==> src/rtl/can_irq_pkg.sv <==
package can_irq_pkg;
  localparam int unsigned SRC_N = 8;

  typedef enum logic [2:0] {
    SRC_BUS_OFF   = 3'd0,
    SRC_PASS_WARN = 3'd1,
    SRC_PASS_ERR  = 3'd2,
    SRC_RXF_FULL  = 3'd3,
    SRC_TXF_EMPTY = 3'd4,
    SRC_RX_DONE   = 3'd5,
    SRC_TX_DONE   = 3'd6,
    SRC_ERROR     = 3'd7
  } irq_src_e;

  // lane index within the word; lane k occupies bits k*SRC_N +: SRC_N
  localparam int unsigned LANE_MASKED = 0;
  localparam int unsigned LANE_ENABLE = 1;
  localparam int unsigned LANE_CLEAR  = 2;
  localparam int unsigned LANE_RAW    = 3;
  localparam int unsigned LANE_N      = 4;
endpackage

==> src/rtl/can_irq_src_cell.sv <==
module can_irq_src_cell (
  input  logic clk,
  input  logic rst_n,
  input  logic evt,
  input  logic clr,
  input  logic en_we,
  input  logic en_d,
  output logic raw_q,
  output logic en_q,
  output logic masked
);
  always_ff @(posedge clk or negedge rst_n) begin
    if (!rst_n) begin
      raw_q <= 1'b0;
      en_q  <= 1'b0;
    end else begin
      if (en_we) en_q <= en_d;
      // a new event outranks a clear arriving in the same cycle
      if (evt)      raw_q <= 1'b1;
      else if (clr) raw_q <= 1'b0;
    end
  end

  assign masked = raw_q & en_q;
endmodule

==> src/rtl/can_irq_view.sv <==
module can_irq_view
  import can_irq_pkg::*;
#(
  parameter int unsigned NSRC = 8,
  localparam int unsigned WORD_W = NSRC * LANE_N
) (
  input  logic [NSRC-1:0]   raw,
  input  logic [NSRC-1:0]   en,
  input  logic [NSRC-1:0]   masked,
  output logic [WORD_W-1:0] word,
  output logic              irq
);
  always_comb begin
    word = '0;
    word[LANE_MASKED*NSRC +: NSRC] = masked;
    word[LANE_ENABLE*NSRC +: NSRC] = en;
    word[LANE_RAW*NSRC    +: NSRC] = raw;
    // the clear lane is write-only and stays zero
  end

  assign irq = |masked;
endmodule

==> src/rtl/can_irq_reg.sv <==
module can_irq_reg
  import can_irq_pkg::*;
#(
  parameter int unsigned NSRC = SRC_N,
  localparam int unsigned WORD_W = NSRC * LANE_N,
  localparam int unsigned EN_LO  = LANE_ENABLE * NSRC,
  localparam int unsigned CLR_LO = LANE_CLEAR * NSRC
) (
  input  logic              clk,
  input  logic              rst_n,
  input  logic [NSRC-1:0]   evt_i,
  input  logic              reg_wr_en,
  input  logic [WORD_W-1:0] reg_wdata,
  output logic [WORD_W-1:0] reg_rdata,
  output logic              irq_o
);
  logic [NSRC-1:0] raw_q;
  logic [NSRC-1:0] en_q;
  logic [NSRC-1:0] masked;

  for (genvar s = 0; s < NSRC; s++) begin : g_src
    can_irq_src_cell u_cell (
      .clk    (clk),
      .rst_n  (rst_n),
      .evt    (evt_i[s]),
      .clr    (reg_wr_en & reg_wdata[CLR_LO+s]),
      .en_we  (reg_wr_en),
      .en_d   (reg_wdata[EN_LO+s]),
      .raw_q  (raw_q[s]),
      .en_q   (en_q[s]),
      .masked (masked[s])
    );
  end

  can_irq_view #(.NSRC(NSRC)) u_view (
    .raw    (raw_q),
    .en     (en_q),
    .masked (masked),
    .word   (reg_rdata),
    .irq    (irq_o)
  );
endmodule

==> config.mk <==
export PLATFORM = sky130hd
export DESIGN_NAME = can_irq_reg
export DESIGN_NICKNAME = d
export VERILOG_FILES = /design/src/rtl/can_irq_pkg.sv /design/src/rtl/can_irq_src_cell.sv /design/src/rtl/can_irq_view.sv /design/src/rtl/can_irq_reg.sv
export SDC_FILE = /design/constraint.sdc
export NUM_CORES = 1
export LEC_CHECK = 0
export CAP_MARGIN = 30
export CORE_UTILIZATION = 33
export DETAILED_ROUTE_END_ITERATION = 10
export DONT_BUFFER_PORTS = 1
export GPL_TIMING_DRIVEN = 0
export SKIP_CTS_REPAIR_TIMING = 1
export SLEW_MARGIN = 40
export SYNTH_ARGS = -nofsm -noshare
export SYNTH_HDL_FRONTEND = slang
export SYNTH_HIERARCHICAL = 1
export SYNTH_SLANG_ARGS = --single-unit
==> constraint.sdc <==
create_clock -name clk -period 0.9 [get_ports clk]
set_input_delay 0.045 -clock clk [delete_from_list [all_inputs] [get_ports clk]]
set_output_delay 0.045 -clock clk [all_outputs]
set_load 0.01 [all_outputs]
== After elaboration in Yosys (flattened, before gate mapping) ==
Index checks and enable logic that the tools add are counted.

* Bits in registers: 16
* Latch bits: 0
* Memory bits (writable): 0
* Bits in read-only memories: 0
* Bits of input ports: 43
* Word-level logic and storage cells: 57
* Memories kept: 0

* $add $sub $neg: 0
* Multiply operators: 0
* Divide/modulo/power cells: 0
* $lt $le $gt $ge: 0
* Equality and inequality tests: 0
* Shift operators: 0
* Muxes and demuxes: 16
* Bitwise gates (word level): 16
* Reductions and logical operators: 9

{| class="wikitable"
|+ Operator list
! kind !! number
|-
| $and 1x1->1 || 16
|-
| $mux 1 || 16
|-
| $reduce_bool 2->1 || 8
|-
| $reduce_or 8->1 || 1
|}

== Logic depth before layout (Yosys ltp) ==
* Word-level depth: 3
* Mapped depth: 3
* Mapped depth without buffers: 3

== Hierarchy ==
The synthesis kept the hierarchy.

{| class="wikitable"
|+ Modules (own cells, without submodules)
! module !! instances !! cells an instance !! area an instance (um2) !! seq. area each (um2)
|-
| can_irq_src_cell || 8 || 6 || 82.6 || 50.0
|-
| can_irq_view || 1 || 36 || 260.2 || 0.0
|-
| can_irq_reg || 1 || 8 || 50.0 || 0.0
|}

== Worst setup path after synthesis ==
No wires, ideal clock.

* Kind: register to output
* From: register g_src[1].u_cell.raw_q
* To: output irq_o
* Data arrival time: 0.898 ns
* Required time: 0.855 ns
* Slack: -0.043 ns
* Cell stages (with the launch flop): 4
* Buffers on the path: 0
* Cells stage by stage: dfrtp_1 > and2_1 > nor4_1 > nand2_1

* Longest elaborated chain between the ends: 2

{| class="wikitable"
|+ RTL lines
! item !! line !! RTL
|-
| from (decl) || can_irq_src_cell.sv:8 || <nowiki>output logic raw_q,</nowiki>
|-
| from (signal assigned) || can_irq_src_cell.sv:14 || <nowiki>raw_q <= 1'b0;</nowiki>
|-
| from (signal assigned) || can_irq_src_cell.sv:19 || <nowiki>if (evt) raw_q <= 1'b1;</nowiki>
|-
| from (signal assigned) || can_irq_src_cell.sv:20 || <nowiki>else if (clr) raw_q <= 1'b0;</nowiki>
|-
| $and 1x1->1 || can_irq_src_cell.sv:24 || <nowiki>assign masked = raw_q & en_q;</nowiki>
|-
| named net masked[1] || can_irq_reg.sv:19 || <nowiki>logic [NSRC-1:0] masked;</nowiki>
|-
| $reduce_or 8->1 || can_irq_view.sv:21 || <nowiki>assign irq = |masked;</nowiki>
|-
| to (decl) || can_irq_reg.sv:15 || <nowiki>output logic irq_o</nowiki>
|}

The timed path passes the listed nets, and every way through them passes these cells.

== Final worst setup path ==
* From: register g_src[2].u_cell.en_q
* To: output irq_o

* Longest elaborated chain between the ends: 2

{| class="wikitable"
|+ RTL lines
! item !! line !! RTL
|-
| from (decl) || can_irq_src_cell.sv:9 || <nowiki>output logic en_q,</nowiki>
|-
| from (signal assigned) || can_irq_src_cell.sv:17 || <nowiki>if (en_we) en_q <= en_d;</nowiki>
|-
| $and 1x1->1 || can_irq_src_cell.sv:24 ||
|-
| named net masked[2] || can_irq_reg.sv:19 ||
|-
| $reduce_or 8->1 || can_irq_view.sv:21 ||
|}

The timed path passes the listed nets, and every way through them passes these cells.

==> reports/qor.csv <==
stage;metric;value;unit
outcome;status;finished, violations left;
outcome;failing checks;hold timing, setup timing;
job;max cap viols;0;
placement;DP Cell Count;130;
pwr;switching part of the total;25.8;%
placement;placed cell area;0.00104;mm^2
clocking;Worst-Skew Late Latency;280;ps
worst_setup_path;Worst Path Arrival;1280;ps
route;Avg Vias per Cell;4.34;
global_routing;first-pass GRT wire length;2.59;mm
die;core area;0.00278;mm^2
global_routing;antenna violations before repair;0;
pwr;sequential share of power;40.5;%
clocking;CTS tree;yes;
route;via count;742;
synth;number of synthesis warnings;6;
final_layout;Final Instance Area;0.00156;mm^2
placement;DP Wirelength;1.28;mm
pwr;clock share of power;23.2;%
clocking;Sink Count;16;
final_layout;area of the multi-input gates;370;um^2
synth;Synth area leaders;dfrtp_1 41%, buf_4 25%, mux2_4 12%;
min_path;hold_sp;reg_wr_en;
pwr;VDD IR-drop max;1210;uV
worst_setup_path;RR Endpoint;g_src[3].u_cell/en_q;
die;Die X-Extent;56.2;um
timing;Final setup viols;23;
timing;Max Fclk;0.752;GHz
synth;post-synthesis sequential area ratio;41.2;%
die;Boundary Pins;76;
worst_setup_path;Critical Path Fanout Max;3;
timing;Rel. slew slack;50.1;%
timing;period utilization;148;%
pwr;Pint;1.52;mW
synth;Post-Syn Area;971;um^2
pwr;combinational power share;36.3;%
placement;number of port buffers;0;
pwr;pwr/cell area;1310;mW/mm^2
final_layout;most frequent cells in the layout;33 x buf_6, 19 x buf_4, 17 x dlygate4sd3_1;
clocking;CTS buffer count;3;
route;antenna viol nets, final;0;
final_layout;Post-Layout Cell Count;171;
min_path;worst min-delay path class;in2reg;
placement;RePlAce Congestion;0.613;
worst_setup_path;reg2reg setup slack;-30;ps
timing;Hold WS;-91.6;ps
final_layout;Area Overhead vs Synth;60.7;%
route;iteration count of the initial detailed-routing pass;4;
timing;Final min period;1330;ps
min_path;Endpoint, Worst Hold;g_src[1].u_cell/en_q;
worst_setup_path;worst r2r src;g_src[3].u_cell/en_q;
timing;PnR worst setup slack;-430;ps
synth;leading area contributor after synthesis;dfrtp_1;
final_layout;Filler cells;240;
clocking;Root Buffer;clkbuf_4;
global_routing;GRT Total Usage;11.2;%
global_routing;Remaining Overflow, GRT;0;
final_layout;n_diodes;0;
synth;Synth Instances;92;
clocking;Max Root-Sink Buffers;2;
timing;final hold violation count;8;
timing;clk_skew;0;ps
route;routed len/inst;12.4;um
global_routing;vias in the first global route;554;
route;drt total wl;2.12;mm
synth;Synth top area share;41.2;%
worst_setup_path;crit path launch type;flop;
worst_setup_path;R2R depth;2;
synth;Mean Syn Cell Area;10.6;um^2
route;drt drc;0;
final_layout;Register Area;400;um^2
final_layout;NumNets Final;184;
min_path;Hold Path Stages;1;
pwr;net switching power;0.530;mW
synth;#FFs+latches synth;16;
die;die height;56.2;um
global_routing;largest net degree at the start of global routing;17;
worst_setup_path;Worst setup EP type;output port;
die;number of placement rows;19;
pwr;Pleak;0.769;nW
synth;Synth cell types;9;
timing;max-slew violations;0;
die;Starting Density;34.9;%
route;Iter 0 DRT Violations;5;
clocking;Reg clk slew, reported paths;100;ps
timing;pin slew with the least headroom to its limit;746;ps
worst_setup_path;Critical Path RT;850;ps
clocking;htree depth;1;
final_layout;share of layout cells above drive strength 1;53.6;%
die;die area;0.00316;mm^2
worst_setup_path;critical path class;reg2out;
timing;RSZ-0062 raised after global routing;yes;
final_layout;commonest non-fill, non-tap cell in the layout;buf_6;
==> final cells by class <==
type / instances / area share [%]
multi-input combinational: 43 / 23.7
tap: 31 / 2.49
timing repair buffer: 37 / 22.9
inverter: 8 / 1.92
sequential: 16 / 25.7
clock buffer: 4 / 2.33
buffer: 32 / 20.9
==> power by group through the flow <==
stage               clock network, mW  logic, mW  registers, mW
floorplan                           0      0.375          0.823
global placement                    0      0.400          0.834
detailed placement                  0      0.405          0.837
CTS                             0.498      0.405          0.824
global route                    0.533      0.795          0.839
finish                          0.475      0.744          0.832
==> per-stage QoR <==
step / util [%] / setup TNS (ps) / setup slack [ps] / power [mW] / hold slack (ps)
final: 56.1 / -2410 / -430 / 2.05 / -91.6
after global placement: 37.2 / -319 / -319 / 1.23 / -250
after floorplan: - / -42.2 / -42.2 / 1.20 / -251
after global routing: 56.1 / -3580 / -541 / 2.17 / -117
after CTS: 38.6 / -2070 / -661 / 1.73 / -575
after detailed placement: 37.2 / -327 / -327 / 1.24 / -250
==> how the worst max path moves through the flow <==
stage / start / end / slack [ps]
3_3_place_gp: g_src[7].u_cell/raw_q / irq_o / -320
2_1_floorplan: g_src[4].u_cell/en_q / irq_o / -40
3_5_place_dp: g_src[7].u_cell/raw_q / irq_o / -330
4_1_cts: g_src[7].u_cell/raw_q / irq_o / -660
6_report: g_src[2].u_cell/en_q / irq_o / -430
5_1_grt: g_src[2].u_cell/en_q / irq_o / -540
==> cell families after synthesis <==
family / synth area share [%]
compound gates: 6.19
buf+inv: 27.8
flops: 41.2
mux: 12.4
other cells: 0.386
simple gates: 12.0
==> worst max-delay path, cell delays in order (launching register included) <==
cell     delay [ps]
dfrtp_1         410
and2_4          160
nor4_4          310
nand2_2         110
==> Yosys cell counts (all sizes together) <==
library cell   n
buf           32
conb           1
nor4           2
dfrtp         16
nand2          1
and2          16
inv            8
mux2           8
a21o           8
==> per-layer routing <==
metal,share of wire [%],vias up,routed length [um],track usage (%)
met5,0,-,0,0
met4,1.2,0,25,7.32
met3,6.9,4,145,3.49
met2,54,46,1140,17.7
met1,38,347,805,13.1
li1,-,345,-,-
==> sequential cells by signal (all words and copies together) (netlist names) <==
| register | flops |
|---|---|
| g_src.u_cell/raw_q | 8 |
| g_src.u_cell/en_q | 8 |
Note: power is estimated with default switching activity, not from simulation.
